File: config.mk
export PLATFORM = sky130hd
export DESIGN_NAME = i2c_reg_target
export DESIGN_NICKNAME = d
export VERILOG_FILES = /design/src/rtl/i2c_tgt_pkg.sv /design/src/rtl/tgt_line_sync.sv /design/src/rtl/tgt_bus_cond.sv /design/src/rtl/i2c_reg_target.sv
export SDC_FILE = /design/constraint.sdc
export NUM_CORES = 1
export LEC_CHECK = 0
export BUFFER_PORTS_ARGS = -buffer_cell sky130_fd_sc_hd__buf_2
export CAP_MARGIN = 0
export CORE_MARGIN = 2
export CORE_UTILIZATION = 40
export CTS_BUF_LIST = sky130_fd_sc_hd__clkbuf_4
export CTS_CLUSTER_SIZE = 10
export DETAILED_ROUTE_END_ITERATION = 7
export MAX_ROUTING_LAYER = met4
export PLACE_DENSITY = 0.67
export SYNTH_ARGS = -nofsm -noshare
export SYNTH_HDL_FRONTEND = slang
export SYNTH_SLANG_ARGS = --single-unit
File: constraint.sdc
create_clock -name clk -period 2 [get_ports clk]
set_input_delay 0.2 -clock clk [delete_from_list [all_inputs] [get_ports clk]]
set_output_delay 0.2 -clock clk [all_outputs]
set_load 0.01 [all_outputs]
File: src/rtl/i2c_tgt_pkg.sv
package i2c_tgt_pkg;

  localparam logic [3:0] ADDR_UPPER = 4'b0110;
  localparam logic [1:0] ADDR_LOWER = 2'b00;

  typedef enum logic [3:0] {
    ST_IDLE,
    ST_ADDR,
    ST_ADDR_ACK,
    ST_PTR,
    ST_PTR_ACK,
    ST_WDATA,
    ST_WDATA_ACK,
    ST_RDATA,
    ST_RACK,
    ST_WAIT
  } tgt_state_t;

  // Address byte bits 7:1 compared against the fixed pattern with the strap in bit 3
  function automatic logic addr_hit(input logic [7:0] abyte, input logic strap);
    return abyte[7:1] == {ADDR_UPPER, strap, ADDR_LOWER};
  endfunction

endpackage

File: src/rtl/tgt_line_sync.sv
module tgt_line_sync #(
  parameter int STAGES = 2
) (
  input  logic clk,
  input  logic rst_n,
  input  logic line_i,
  output logic level_o,
  output logic rise_o,
  output logic fall_o
);
  logic [STAGES:0] pipe;

  always_ff @(posedge clk or negedge rst_n) begin
    if (!rst_n) pipe <= '1;
    else        pipe <= {pipe[STAGES-1:0], line_i};
  end

  assign level_o = pipe[STAGES-1];
  assign rise_o  = pipe[STAGES-1] & ~pipe[STAGES];
  assign fall_o  = ~pipe[STAGES-1] & pipe[STAGES];
endmodule

File: src/rtl/tgt_bus_cond.sv
module tgt_bus_cond (
  input  logic clk,
  input  logic rst_n,
  input  logic scl_lvl,
  input  logic sda_rise,
  input  logic sda_fall,
  output logic start_evt,
  output logic stop_evt
);
  assign start_evt = scl_lvl & sda_fall;
  assign stop_evt  = scl_lvl & sda_rise;


  cond_excl_chk: assert property (@(posedge clk) disable iff (!rst_n)
    $onehot0({start_evt, stop_evt}));
endmodule

File: src/rtl/i2c_reg_target.sv
module i2c_reg_target
  import i2c_tgt_pkg::*;
#(
  parameter int DW          = 8,
  parameter int SYNC_STAGES = 2
) (
  input  logic          clk,
  input  logic          rst_n,
  input  logic          scl_i,
  input  logic          sda_i,
  input  logic          strap_i,
  output logic          sda_pull_low,
  output logic          wr_en,
  output logic [DW-1:0] wr_ptr,
  output logic [DW-1:0] wr_data,
  output logic [DW-1:0] rd_ptr,
  input  logic [DW-1:0] rd_data
);
  localparam int CW = $clog2(DW + 1);
  localparam logic [CW-1:0] FULL = CW'(DW);

  logic scl_lvl, scl_rise, scl_fall;
  logic sda_lvl, sda_rise, sda_fall;
  logic start_evt, stop_evt;

  tgt_line_sync #(.STAGES(SYNC_STAGES)) u_scl (
    .clk(clk), .rst_n(rst_n), .line_i(scl_i),
    .level_o(scl_lvl), .rise_o(scl_rise), .fall_o(scl_fall));

  tgt_line_sync #(.STAGES(SYNC_STAGES)) u_sda (
    .clk(clk), .rst_n(rst_n), .line_i(sda_i),
    .level_o(sda_lvl), .rise_o(sda_rise), .fall_o(sda_fall));

  tgt_bus_cond u_cond (
    .clk(clk), .rst_n(rst_n), .scl_lvl(scl_lvl),
    .sda_rise(sda_rise), .sda_fall(sda_fall),
    .start_evt(start_evt), .stop_evt(stop_evt));

  tgt_state_t    state;
  logic [CW-1:0] bit_cnt;
  logic [DW-1:0] rx_sh, tx_sh, ptr_q;
  logic          rw_q;
  logic          byte_end;

  assign byte_end = scl_fall && (bit_cnt == FULL);
  assign rd_ptr   = ptr_q;

  always_ff @(posedge clk or negedge rst_n) begin
    if (!rst_n) begin
      state        <= ST_IDLE;
      bit_cnt      <= '0;
      rx_sh        <= '0;
      tx_sh        <= '0;
      ptr_q        <= '0;
      rw_q         <= 1'b0;
      sda_pull_low <= 1'b0;
      wr_en        <= 1'b0;
      wr_ptr       <= '0;
      wr_data      <= '0;
    end else begin
      wr_en <= 1'b0;
      if (stop_evt) begin
        state        <= ST_IDLE;
        sda_pull_low <= 1'b0;
      end else if (start_evt) begin
        state        <= ST_ADDR;
        bit_cnt      <= '0;
        sda_pull_low <= 1'b0;
      end else begin
        unique case (state)
          ST_ADDR, ST_PTR, ST_WDATA: begin
            if (scl_rise) begin
              rx_sh   <= {rx_sh[DW-2:0], sda_lvl};
              bit_cnt <= bit_cnt + 1'b1;
            end else if (byte_end) begin
              bit_cnt <= '0;
              if (state == ST_ADDR) begin
                if (addr_hit(rx_sh, strap_i)) begin
                  sda_pull_low <= 1'b1;
                  rw_q         <= rx_sh[0];
                  state        <= ST_ADDR_ACK;
                end else begin
                  state <= ST_WAIT;
                end
              end else if (state == ST_PTR) begin
                ptr_q        <= rx_sh;
                sda_pull_low <= 1'b1;
                state        <= ST_PTR_ACK;
              end else begin
                wr_en        <= 1'b1;
                wr_ptr       <= ptr_q;
                wr_data      <= rx_sh;
                sda_pull_low <= 1'b1;
                state        <= ST_WDATA_ACK;
              end
            end
          end
          ST_ADDR_ACK: begin
            if (scl_fall) begin
              bit_cnt <= '0;
              if (rw_q) begin
                sda_pull_low <= ~rd_data[DW-1];
                tx_sh        <= {rd_data[DW-2:0], 1'b0};
                state        <= ST_RDATA;
              end else begin
                sda_pull_low <= 1'b0;
                state        <= ST_PTR;
              end
            end
          end
          ST_PTR_ACK: begin
            if (scl_fall) begin
              sda_pull_low <= 1'b0;
              state        <= ST_WDATA;
            end
          end
          ST_WDATA_ACK: begin
            if (scl_fall) begin
              sda_pull_low <= 1'b0;
              state        <= ST_WAIT;
            end
          end
          ST_RDATA: begin
            if (scl_rise) begin
              bit_cnt <= bit_cnt + 1'b1;
            end else if (byte_end) begin
              sda_pull_low <= 1'b0;
              state        <= ST_RACK;
            end else if (scl_fall) begin
              sda_pull_low <= ~tx_sh[DW-1];
              tx_sh        <= {tx_sh[DW-2:0], 1'b0};
            end
          end
          ST_RACK: begin
            if (scl_fall) state <= ST_WAIT;
          end
          default: ;
        endcase
      end
    end
  end


  drive_scl_low_chk: assert property (@(posedge clk) disable iff (!rst_n)
    !$stable(sda_pull_low) |-> !$past(scl_lvl));


  wr_pulse_chk: assert property (@(posedge clk) disable iff (!rst_n)
    wr_en |=> !wr_en);


  wr_in_ack_chk: assert property (@(posedge clk) disable iff (!rst_n)
    wr_en |-> state == ST_WDATA_ACK);


  ack_held_chk: assert property (@(posedge clk) disable iff (!rst_n)
    (state == ST_ADDR_ACK || state == ST_PTR_ACK || state == ST_WDATA_ACK) |-> sda_pull_low);


  stop_idle_chk: assert property (@(posedge clk) disable iff (!rst_n)
    stop_evt |=> (state == ST_IDLE && !sda_pull_low));


  start_addr_chk: assert property (@(posedge clk) disable iff (!rst_n)
    start_evt |=> (state == ST_ADDR && bit_cnt == '0));


  wait_quiet_chk: assert property (@(posedge clk) disable iff (!rst_n)
    (state == ST_WAIT || state == ST_IDLE) |-> (!sda_pull_low && !wr_en));
endmodule

==> results of run 1 <==
critical path, stage by stage, from the launching register on:
cell                       delay, ns
sky130_fd_sc_hd__dfstp_2        0.60
sky130_fd_sc_hd__and4bb_1       0.28
sky130_fd_sc_hd__nand2_1        0.09
sky130_fd_sc_hd__or3_4          0.38
sky130_fd_sc_hd__nor2_8         0.21
sky130_fd_sc_hd__mux2_4         0.33
routing by layer:
metal,wire length [µm],GRT usage
met5,0,-
met4,72,0.04261
met3,290,0.02559
met2,2681,0.2505
met1,2623,0.2267
cell families (layout without fill, tap and decap cells):
logic type	count (synthesis)	after routing
xor+xnor	2	2
buf+inv	16	73
fa+ha+maj	2	2
mux	43	43
simple gates	68	68
compound gates	45	45
flops	56	56
layout make-up:
type,count,share of cell area
Clock inverter,2,0.004234
Sequential cell,56,0.4338
Tap cell,80,0.03079
Multi-Input combinational cell,160,0.3918
Timing Repair Buffer,57,0.1162
Inverter,8,0.009238
Clock buffer,6,0.01386
power by group through the flow:
| stage | combinational, mW | clock, mW | sequential (mW) |
|---|---|---|---|
| after floorplan | 0.863 | 0 | 1.47 |
| after global placement | 1.11 | 0 | 1.58 |
| final | 1.15 | 0.527 | 1.56 |
| after global routing | 1.26 | 0.595 | 1.60 |
| after CTS | 1.14 | 0.541 | 1.55 |
| after detailed placement | 1.13 | 0 | 1.57 |
cell usage in the layout, fill, tap and decap left out, types with 3 or more instances in the layout:
cell type | synthesis | routed
sky130_fd_sc_hd__dfrtp_1 | 50 | 49
sky130_fd_sc_hd__buf_2 | 2 | 38
sky130_fd_sc_hd__nand2_1 | 19 | 19
sky130_fd_sc_hd__mux2_2 | 15 | 15
sky130_fd_sc_hd__a21oi_1 | 14 | 14
sky130_fd_sc_hd__buf_4 | 2 | 13
sky130_fd_sc_hd__mux2_1 | 11 | 11
sky130_fd_sc_hd__mux2i_1 | 9 | 9
sky130_fd_sc_hd__nor2_1 | 9 | 8
sky130_fd_sc_hd__mux2_4 | 8 | 8
sky130_fd_sc_hd__nand2b_1 | 7 | 7
sky130_fd_sc_hd__o21ai_0 | 7 | 7
sky130_fd_sc_hd__inv_1 | 6 | 6
sky130_fd_sc_hd__clkbuf_4 | 0 | 6
sky130_fd_sc_hd__dfstp_2 | 6 | 6
sky130_fd_sc_hd__nor3_1 | 5 | 5
sky130_fd_sc_hd__o21ai_1 | 5 | 5
sky130_fd_sc_hd__nor2b_1 | 4 | 4
sky130_fd_sc_hd__dlygate4sd3_1 | 0 | 3
sky130_fd_sc_hd__buf_12 | 0 | 3
path summary, 6_finish.rpt:
kind | start | end
setup / recovery | u_scl.pipe[2] | rd_ptr[0]
hold / removal | rd_data[5] | tx_sh[6]
setup reg to reg | u_scl.pipe[2] | rd_ptr[0]
hold reg to reg | u_sda.pipe[0] | u_sda.pipe[1]
max in group asynchronous | rst_n | u_scl.pipe[0]
min in group asynchronous | rst_n | state[1]
sequential cells by signal (all words and copies together), names as in the netlist:
signal / count
tx_sh: 7
wr_en: 1
sda_pull_low: 1
u_sda.pipe: 3
wr_data: 8
rw_q: 1
wr_ptr: 8
bit_cnt: 4
rx_sh: 8
rd_ptr: 8
state: 4
u_scl.pipe: 3
metrics by stage:
step	cell area [µm²]	util
after global routing	3251	0.4838
final	3251	0.4838
after detailed placement	3138	0.4670
after floorplan	2758	-
after global placement	3138	0.4670
after CTS	3227	0.4803
timing repair:
| action | in CTS | in global routing |
|---|---|---|
| hold endpoints to repair | 21 | 0 |
| setup buffers | 0 | 1 |
| setup endpoints to repair | 0 | 15 |
| hold buffers | 3 | 0 |
| resized for setup | 0 | 2 |
==> PnR_summary.wiki, run 1 <==
{| class="wikitable"
! Metric !! Value
|-
| H-tree Lvls || 2
|-
| First-pass GRT wire length || 9308 µm
|-
| First-pass iteration count of the detailed router || 5
|-
| Post-synthesis cell area || between 2000 and 3000 µm²
|-
| Number of enable-type register cells in the synthesized netlist || 0
|-
| Area Overhead vs Synth || 17.88%
|-
| Insertion delay of the later-clocked pin in the worst-skew pair || approximately 0.4 ns
|-
| Number of cells produced by synthesis || about 230
|-
| Pwr per Cell Area || ~1000 nW/µm²
|-
| Antenna violation net count after detailed routing || 0
|-
| Final-layout setup total negative slack || 0 ns
|-
| XOR/XNOR share of the synthesized area || 0.006352
|-
| Number of vias per cell || 5.290
|-
| Row Count || 30
|-
| Total power of the final layout || 3.236 mW
|-
| Worst voltage drop across the vdd grid || 0.0004764 V
|-
| Distinct cells, synth || 62
|-
| Pin count of the biggest net entering global routing || 33
|-
| Net switching power figure || 1.216 mW
|-
| Clock Tree Buf Depth || 2
|-
| Width of the chip || 87.03 µm
|-
| Slack of the critical path || between 0.003 and 0.004 ns
|-
| Power share of the clock group || 0.163
|-
| Mux contribution to synthesized area || 0.1824
|-
| Area leader, netlist || sky130_fd_sc_hd__dfrtp_1
|-
| Area share of and/or/nand/nor cells after synthesis || 0.1561
|-
| Hold violation count in the final report || 0
|-
| Register area || 1410 µm²
|-
| Worst relative slew slack || 0.5986
|-
| Relative contribution of combinational cells to total power || 0.355
|-
| Register-to-register setup slack || 0.004 ns
|-
| Maximum frequency from static timing analysis || 500.9 MHz
|-
| Most area-consuming cells after synthesis || sky130_fd_sc_hd__dfrtp_1, sky130_fd_sc_hd__mux2_2, sky130_fd_sc_hd__dfstp_2, sky130_fd_sc_hd__mux2_1, sky130_fd_sc_hd__mux2_4
|-
| Largest family of logic cells by synthesized area || multiplexers
|-
| Overall via count from detail_route || approximately 2000
|-
| CTS root buf || sky130_fd_sc_hd__clkbuf_4
|-
| Required time at the endpoint of the critical path || between 2 and 2.5 ns
|-
| Die Y || 87.03 µm
|-
| Half-perimeter wire length of the detailed placement result || 4044 µm
|-
| Overall track demand over capacity in global routing || 0.1632
|-
| Grt ovf || 0
|-
| Net count after synthesis || 247
|-
| Pleak || approximately 1.7 nW
|-
| Async set-or-reset flop fraction in the synthesized netlist || 1.000
|-
| Switching part of the total power || 0.3758
|-
| Synth Area in Adders || 0.009074
|-
| Number of buffers created by CTS || 5
|-
| Detailed-route DRC error count || 0
|-
| Data arrival time of the critical path || about 2.3 ns
|-
| R2r worst-path depth || 5
|-
| Clock skew after layout || ~0.016 ns
|-
| Routability congestion estimate from global placement || 0.8440
|-
| Number of placed instances, taps included || 357
|-
| Run status || complete, no violations
|-
| Max-slew violation total from the final report || 0
|-
| Average wire per standard cell || 15.36 µm
|-
| Ant. Diodes || 0
|-
| Prevailing post-synth register cell || sky130_fd_sc_hd__dfrtp_1
|-
| Compound-gate portion of the synthesized area || 0.1071
|-
| Non-filler instance count after layout || about 370
|-
| Share of the synthesized area in the top cell type || 0.4537
|-
| Area of the multi-input gates || around 1300 µm²
|-
| Count of endpoints failing setup in the final report || 0
|-
| Antenna violations before repair || 0
|-
| Effective utilization at floorplan || 0.4104
|-
| Seq pwr share || 0.482
|-
| Cell with the most instances after synthesis || sky130_fd_sc_hd__dfrtp_1
|-
| Worst slack after detailed placement || 0.05599 ns
|-
| Tightest Hold Check Type || input pin to flip-flop
|-
| Count of routing violations after the opening detailed-route iteration || around 170
|-
| Final-layout worst hold slack || a little over 0.07 ns
|-
| Synth top cells by count || sky130_fd_sc_hd__dfrtp_1, sky130_fd_sc_hd__nand2_1, sky130_fd_sc_hd__mux2_2
|-
| Syn Area/Cell || 11.89 µm²
|-
| Post-route minimum period || 1.996 ns
|-
| Number of sinks handled by clock tree synthesis || 56
|-
| DIE AREA || 7574 µm²
|-
| Sum of routed wire length over all layers || ~5700 µm
|-
| Worst-path clk slew || 0.17 ns
|-
| Startpoint-to-endpoint class of the critical path || flip-flop to flip-flop
|-
| CP endpoint kind || flip-flop
|-
| Core area || roughly 6700 µm²
|-
| Share of the clock period used by the worst path after layout || 0.9982
|-
| RSZ-0062 raised after global routing || true
|-
| CTS tree || done
|-
| Syn. warnings || 0
|-
| Sequential share of the synthesized area || 0.5109
|-
| I/O pin count || 39
|-
| Crit Path Max Fanout || 8
|-
| Internal power of the cells || between 2 and 2.5 mW
|-
| Synthesis-stage register bit count || 56
|-
| Share of post-route cells with drive strength above 1 || 0.3668
|-
| Number of global-route vias before repair || 1870
|-
| Actual slew at the worst max-slew pin || 0.6021 ns
|-
| Fill cell total of the finished layout || 615
|-
| Final layout net count || 303
|-
| Startpoint Class || flip-flop
|-
| Number of maximum-capacitance constraint violations || 0
|-
| Port bufs || 38
|-
| Worst hold path stage count || 3
|}
(Power assumes the default switching activity.)
==> run 2, diff against run 1 <==
--- a/config.mk
+++ b/config.mk
@@ -14,6 +14,7 @@
 export DETAILED_ROUTE_END_ITERATION = 7
 export MAX_ROUTING_LAYER = met4
 export PLACE_DENSITY = 0.67
+export REMOVE_ABC_BUFFERS = 1
 export SYNTH_ARGS = -nofsm -noshare
 export SYNTH_HDL_FRONTEND = slang
 export SYNTH_SLANG_ARGS = --single-unit
==> constraint.sdc (replaced) <==
create_clock -name clk -period 2 [get_ports clk]
set_input_delay 0.3 -clock clk [delete_from_list [all_inputs] [get_ports clk]]
set_output_delay 0.3 -clock clk [all_outputs]
set_load 0.01 [all_outputs]
==> PnR_summary.wiki, run 2 (synthesis gave the netlist of run 1 again) <==
{| class="wikitable"
! Metric !! Value
|-
| Series of cell instances along the critical path || and4bb_2 -> nand2_2 -> or3_4 -> nor2_8 -> mux2_4
|-
| Number of buffers created by CTS || 5 (unchanged)
|-
| Detailed-route DRC error count || 0 (unchanged)
|-
| Crit path buf inv count || 0 (unchanged)
|-
| Startpoint Class || flip-flop
|-
| R2r worst-path depth || 5 (unchanged)
|-
| Register-to-register setup slack || 0.05 ns (+0.05 ns)
|-
| Placement Cell Area || 3118 µm² (-0.64%)
|-
| Worst relative slew slack || 0.4954 (-0.1033)
|-
| Post-route minimum period || 1.950 ns (-0.04584 ns)
|-
| Slowest stage delay, CP || 0.57 ns (-0.03 ns)
|-
| Slack of the critical path || 0.04953 ns (+0.04584 ns)
|-
| Startpoint-to-endpoint class of the critical path || flip-flop to flip-flop
|-
| Worst-path clk slew || 0.16 ns (about the same)
|-
| Actual slew at the worst max-slew pin || 0.7570 ns (+0.1549 ns)
|-
| Row Count || 30 (unchanged)
|-
| Run status || complete, no violations
|-
| Effective utilization at floorplan || 0.4104 (unchanged)
|-
| Antenna violation net count after detailed routing || 0 (unchanged)
|-
| Final layout net count || 306 (+0.99%)
|-
| CP endpoint kind || flip-flop
|-
| Share of the clock period used by the worst path after layout || 0.9752 (-0.02292)
|-
| RSZ-0062 raised after global routing || true
|-
| Data arrival time of the critical path || 2.23 ns (-0.05 ns)
|-
| Worst voltage drop across the vdd grid || 0.0005260 V (+10%)
|-
| Number of global-route vias before repair || 1832 (-2.0%)
|-
| Antenna violations before repair || 1 (+1)
|-
| Number of placed instances, taps included || 356 (-0.28%)
|-
| CTS tree || done
|-
| Worst slack after detailed placement || 0.03726 ns (-0.01873 ns)
|-
| Core area || 6719 µm² (unchanged)
|-
| Count of routing violations after the opening detailed-route iteration || 123 (-27%)
|-
| Count of endpoints failing setup in the final report || 0 (unchanged)
|-
| Hold violation count in the final report || 0 (unchanged)
|-
| DIE AREA || 7574 µm² (unchanged)
|-
| Area Overhead vs Synth || 19.19%
|-
| Maximum frequency from static timing analysis || 512.7 MHz (+2.4%)
|-
| Non-filler instance count after layout || 373 (+1.1%)
|-
| Final-layout worst hold slack || 0.1949 ns (+0.1222 ns)
|-
| Average wire per standard cell || 14.80 µm (-3.7%)
|-
| Half-perimeter wire length of the detailed placement result || 3952 µm (-2.3%)
|-
| H-tree Lvls || 2 (unchanged)
|-
| Share of post-route cells with drive strength above 1 || 0.3733 (+0.006506)
|-
| Max-slew violation total from the final report || 0 (unchanged)
|-
| Required time at the endpoint of the critical path || 2.28 ns (about the same)
|-
| Origin of the worst min-delay path || rd_data[2]
|-
| Top library cells by usage in the layout, fill and taps aside || sky130_fd_sc_hd__dfrtp_1, sky130_fd_sc_hd__buf_2, sky130_fd_sc_hd__nand2_1
|-
| Clock Tree Buf Depth || 2 (unchanged)
|-
| First-pass iteration count of the detailed router || 4 (-1)
|-
| Final-layout setup total negative slack || 0 ns (unchanged)
|-
| Worst hold path stage count || 3 (unchanged)
|-
| Endpoint of the most critical register-to-register path || rd_ptr[7]
|-
| Standard cell with the maximum stage delay on the critical path || sky130_fd_sc_hd__dfstp_2
|-
| Layout Utilization || 0.4892 (+0.005400)
|-
| Routability congestion estimate from global placement || 0.9347 (+11%)
|-
| Most common cell after layout, fill and taps aside || sky130_fd_sc_hd__dfrtp_1
|-
| Sum of routed wire length over all layers || 5520 µm (-2.6%)
|-
| Grt ovf || 0 (unchanged)
|-
| Pwr per Cell Area || 973.6 nW/µm² (-2.2%)
|-
| First-pass GRT wire length || 9177 µm (-1.4%)
|-
| Hold worst-path end || tx_sh[3]
|-
| I/O pin count || 39 (unchanged)
|-
| Pin count of the biggest net entering global routing || 39 (+18%)
|-
| Critical path's top delay family || simple AND/OR/NAND/NOR gates
|-
| Insertion delay of the later-clocked pin in the worst-skew pair || 0.38 ns (about the same)
|-
| Total power of the final layout || 3.200 mW (-1.1%)
|-
| Tightest Hold Check Type || input pin to flip-flop
|-
| Clock skew after layout || 0.01205 ns (-0.003871 ns)
|-
| Width of the chip || 87.03 µm (unchanged)
|-
| Die Y || 87.03 µm (unchanged)
|-
| Crit Path Max Fanout || 8 (unchanged)
|-
| Port bufs || 38 (unchanged)
|-
| Pleak || 1.682 nW (+1.2%)
|-
| Overall via count from detail_route || 1942 (-0.51%)
|-
| CTS root buf || sky130_fd_sc_hd__clkbuf_4
|-
| Number of sinks handled by clock tree synthesis || 56 (unchanged)
|-
| Overall track demand over capacity in global routing || 0.1595 (-0.003718)
|-
| Number of vias per cell || 5.206 (-1.6%)
|-
| Number of maximum-capacitance constraint violations || 0 (unchanged)
|-
| Area of all placed cells without fillers || 3287 µm² (+1.1%)
|-
| Startpoint of the worst register-to-register path || u_scl.pipe[2]
|}
-- run 2: repair_timing --
| action | in CTS | in global routing |
|---|---|---|
| resized for setup | 0 | 4 |
| setup buffers | 0 | 5 |
| setup endpoints to repair | 0 | 32 |
| endpoints found under the hold margin | 18 | 0 |
| hold buffers | 3 | 0 |
-- run 2: worst max-delay path by stage --
| stage | startpoint | end | slack (ns) | cells after the start |
|---|---|---|---|---|
| floorplan | state[3] | bit_cnt[2] | -0.20 | 5 |
| global placement | u_scl.pipe[2] | rd_ptr[5] | 0.05 | 5 |
| detailed placement | u_scl.pipe[2] | rd_ptr[5] | 0.04 | 5 |
| CTS | u_scl.pipe[2] | rd_ptr[7] | 0.01 | 5 |
| global route | u_scl.pipe[2] | rd_ptr[2] | -0.02 | 5 |
| finish | u_scl.pipe[2] | rd_ptr[7] | 0.05 | 5 |
-- run 2: layout make-up --
class / count / area [µm²]
Antenna cell: 1 / 2.502
Clock buffer: 5 / 37.54
Clock inverter: 3 / 22.52
Fill cell: 608 / 3432
Inverter: 8 / 30.03
Multi-Input combinational cell: 160 / 1279
Sequential cell: 56 / 1410
Tap cell: 80 / 100.1
Timing Repair Buffer: 60 / 405.4
-- run 2: worst min-delay path, delay by kind of cell --
family                 cells  cell delay, ns
AO/OA/AOI/OAI              1            0.11
buffers and inverters      1            0.07
multiplexers               1            0.06
-- run 2: per-layer routing --
metal / track usage / vias up / wire (µm) / part of all wire
li1: - / 956 / - / -
met1: 0.2389 / 944 / 2797 / 0.51
met2: 0.2221 / 36 / 2437 / 0.44
met3: 0.02844 / 6 / 195 / 0.035
met4: 0.04261 / 0 / 89 / 0.016
met5: - / - / 0 / 0
-- run 2: report_power, final --
part	internal (mW)	switching, mW	total [mW]
Sequential	1.32	0.232	1.55
Clock	0.143	0.362	0.505
Combinational	0.562	0.585	1.15
Total	2.02	1.18	3.20
==> run 3, diff against run 2 <==
--- a/config.mk
+++ b/config.mk
@@ -7,7 +7,7 @@
 export LEC_CHECK = 0
 export BUFFER_PORTS_ARGS = -buffer_cell sky130_fd_sc_hd__buf_2
 export CAP_MARGIN = 0
-export CORE_MARGIN = 2
+export CORE_MARGIN = 3
 export CORE_UTILIZATION = 40
 export CTS_BUF_LIST = sky130_fd_sc_hd__clkbuf_4
 export CTS_CLUSTER_SIZE = 10
==> PnR_summary.wiki, run 3 (synthesis gave the netlist of run 1 again) <==
{| class="wikitable"
! Metric !! Value
|-
| Number of buffers created by CTS || 5 (unchanged)
|-
| Count of routing violations after the opening detailed-route iteration || 83 (-33%)
|-
| Hold violation count in the final report || 0 (unchanged)
|-
| Highest layer used for signal routing || met4
|-
| Average wire per standard cell || 14.87 µm (+0.47%)
|-
| Antenna violation net count after detailed routing || 0 (unchanged)
|-
| Power share of the clock group || 0.195 (+0.037)
|-
| Standard cell with the maximum stage delay on the critical path || sky130_fd_sc_hd__dfstp_2
|-
| DIE AREA || 7926 µm² (+4.6%)
|-
| Maximum frequency from static timing analysis || 507.8 MHz (-0.95%)
|-
| Grt ovf || 0 (unchanged)
|-
| Number of global-route vias before repair || 1790 (-2.3%)
|-
| Worst relative slew slack || 0.6429 (+0.1476)
|-
| Slowest stage delay, CP || 0.58 ns (about the same)
|-
| Overall via count from detail_route || 1962 (+1.0%)
|-
| Crit Path Max Fanout || 8 (unchanged)
|-
| Top library cells by usage in the layout, fill and taps aside || sky130_fd_sc_hd__dfrtp_1, sky130_fd_sc_hd__buf_2, sky130_fd_sc_hd__nand2_1
|-
| Area Overhead vs Synth || 17.92%
|-
| I/O pin count || 39 (unchanged)
|-
| Ant. Diodes || 0 (-1)
|-
| Fill cell total of the finished layout || 605 (-0.49%)
|-
| Relative contribution of combinational cells to total power || 0.323 (-0.035)
|-
| Overall track demand over capacity in global routing || 0.1466 (-0.01285)
|-
| Pwr per Cell Area || 1018 nW/µm² (+4.5%)
|-
| Internal power of the cells || 2.124 mW (+5.1%)
|-
| Insertion delay of the later-clocked pin in the worst-skew pair || 0.39 ns (about the same)
|-
| Register area || 1413 µm² (+0.18%)
|-
| Pleak || 1.657 nW (-1.5%)
|-
| Non-filler instance count after layout || 365 (-2.1%)
|-
| RSZ-0062 raised after global routing || true
|-
| Series of cell instances along the critical path || and4bb_1 -> nand2_1 -> or3_4 -> nor2_8 -> mux2_4
|-
| Seq pwr share || 0.482 (-0.002)
|-
| Actual slew at the worst max-slew pin || 0.5284 ns (-0.2286 ns)
|-
| Share of the clock period used by the worst path after layout || 0.9846 (+0.009364)
|-
| Share of post-route cells with drive strength above 1 || 0.3681 (-0.005232)
|-
| H-tree Lvls || 2 (unchanged)
|-
| Die Y || 89.03 µm (+2.3%)
|-
| Effective utilization at floorplan || 0.4222 (+0.01179)
|-
| Clock Tree Buf Depth || 2 (unchanged)
|-
| Routed length on met3 || 157 µm (-19%)
|-
| Area of all placed cells without fillers || 3252 µm² (-1.1%)
|-
| Switching part of the total power || 0.3582 (-0.01027)
|-
| Pin count of the biggest net entering global routing || 57 (+46%)
|-
| First-pass iteration count of the detailed router || 4 (unchanged)
|-
| Startpoint Class || flip-flop
|-
| Layout Utilization || 0.4979 (+0.008694)
|-
| Most common cell after layout, fill and taps aside || sky130_fd_sc_hd__dfrtp_1
|-
| Worst-path clk slew || 0.16 ns (about the same)
|-
| Clock skew after layout || 0.01468 ns (+0.002632 ns)
|-
| Count of endpoints failing setup in the final report || 0 (unchanged)
|-
| Startpoint-to-endpoint class of the critical path || flip-flop to flip-flop
|-
| Antenna violations before repair || 0 (-1)
|-
| Detailed-route DRC error count || 0 (unchanged)
|-
| Required time at the endpoint of the critical path || 2.28 ns (about the same)
|-
| CTS tree || done
|-
| Net switching power figure || 1.186 mW (+0.55%)
|-
| Routability congestion estimate from global placement || 0.8499 (-9.1%)
|-
| Placement Cell Area || 3119 µm² (about the same)
|-
| Number of placed instances, taps included || 352 (-1.1%)
|-
| Port bufs || 38 (unchanged)
|-
| Worst voltage drop across the vdd grid || 0.0004752 V (-9.6%)
|-
| Number of sinks handled by clock tree synthesis || 56 (unchanged)
|-
| Length of routed wiring on met1 || 2758 µm (-1.4%)
|-
| Area of the multi-input gates || 1271 µm² (-0.59%)
|-
| Data arrival time of the critical path || 2.25 ns (+0.02 ns)
|-
| CP endpoint kind || flip-flop
|-
| First-pass GRT wire length || 8714 µm (-5.0%)
|-
| Wire length on met2 || 2457 µm (+0.82%)
|-
| Number of vias per cell || 5.375 (+3.2%)
|-
| Width of the chip || 89.03 µm (+2.3%)
|-
| Number of maximum-capacitance constraint violations || 0 (unchanged)
|-
| CTS root buf || sky130_fd_sc_hd__clkbuf_4
|-
| Row Count || 29 (-3.3%)
|-
| Tightest Hold Check Type || input pin to flip-flop
|-
| Run status || complete, no violations
|-
| Final layout net count || 302 (-1.3%)
|-
| Sum of routed wire length over all layers || 5427 µm (-1.7%)
|-
| Max-slew violation total from the final report || 0 (unchanged)
|-
| Half-perimeter wire length of the detailed placement result || 3792 µm (-4.1%)
|-
| Core area || 6531 µm² (-2.8%)
|-
| Post-route minimum period || 1.969 ns (+0.01873 ns)
|}
[run 3: path summary, 6_finish.rpt]
check                              startpoint             to  slack (ns)  cells past startpoint
worst max-delay path            u_scl.pipe[2]      rd_ptr[5]        0.03                      5
worst min-delay path               rd_data[4]       tx_sh[5]        0.18                      3
worst max register to register  u_scl.pipe[2]      rd_ptr[5]        0.03                      5
worst min register to register  u_scl.pipe[0]  u_scl.pipe[1]        0.37                      0
max in group asynchronous               rst_n  u_sda.pipe[1]        1.28                      3
min in group asynchronous               rst_n       rx_sh[1]        0.42                      3
[run 3: metrics by stage]
step                      total power, mW  setup TNS (ns)  setup WS [ns]  hold slack (ns)
final                               3.310               0        0.03080           0.1843
after global routing                3.531         -0.2324       -0.04221           0.1713
after CTS                           3.314               0        0.05133           0.1741
after detailed placement            2.665               0        0.06895           0.3176
after global placement              2.637               0         0.1024           0.3169
after floorplan                     2.279         -0.6076        -0.1989         0.004409
[run 3: final cells by class]
type / instances / share of cell area
timing repair buffer: 56 / 0.1100
tap: 77 / 0.02963
multi-input combinational: 160 / 0.3909
sequential: 56 / 0.4344
clock inverter: 2 / 0.01193
inverter: 8 / 0.009234
clock buffer: 6 / 0.01385
[run 3: layer usage]
layer,vias up,track usage
met1,954,0.2159
met4,0,0.04465
met3,8,0.02765
met5,-,-
li1,956,-
met2,44,0.2051
[run 3: repair_timing]
item	4_1_cts	5_1_grt
setup buffers	0	2
resized for setup	0	3
endpoints found under the hold margin	52	0
hold buffers	3	0
setup endpoints to repair	0	15
[run 3: worst max-delay path, delay by kind of cell (launching register included)]
kind,cells,cell delay (ns)
simple gates,4,0.97
flops,1,0.58
mux,1,0.32
[run 3: power groups by stage]
stage	registers, mW	clock network, mW	logic [mW]
finish	1.60	0.646	1.07
detailed placement	1.61	0	1.06
global route	1.63	0.718	1.18
global placement	1.59	0	1.04
floorplan	1.55	0	0.725
CTS	1.58	0.663	1.07
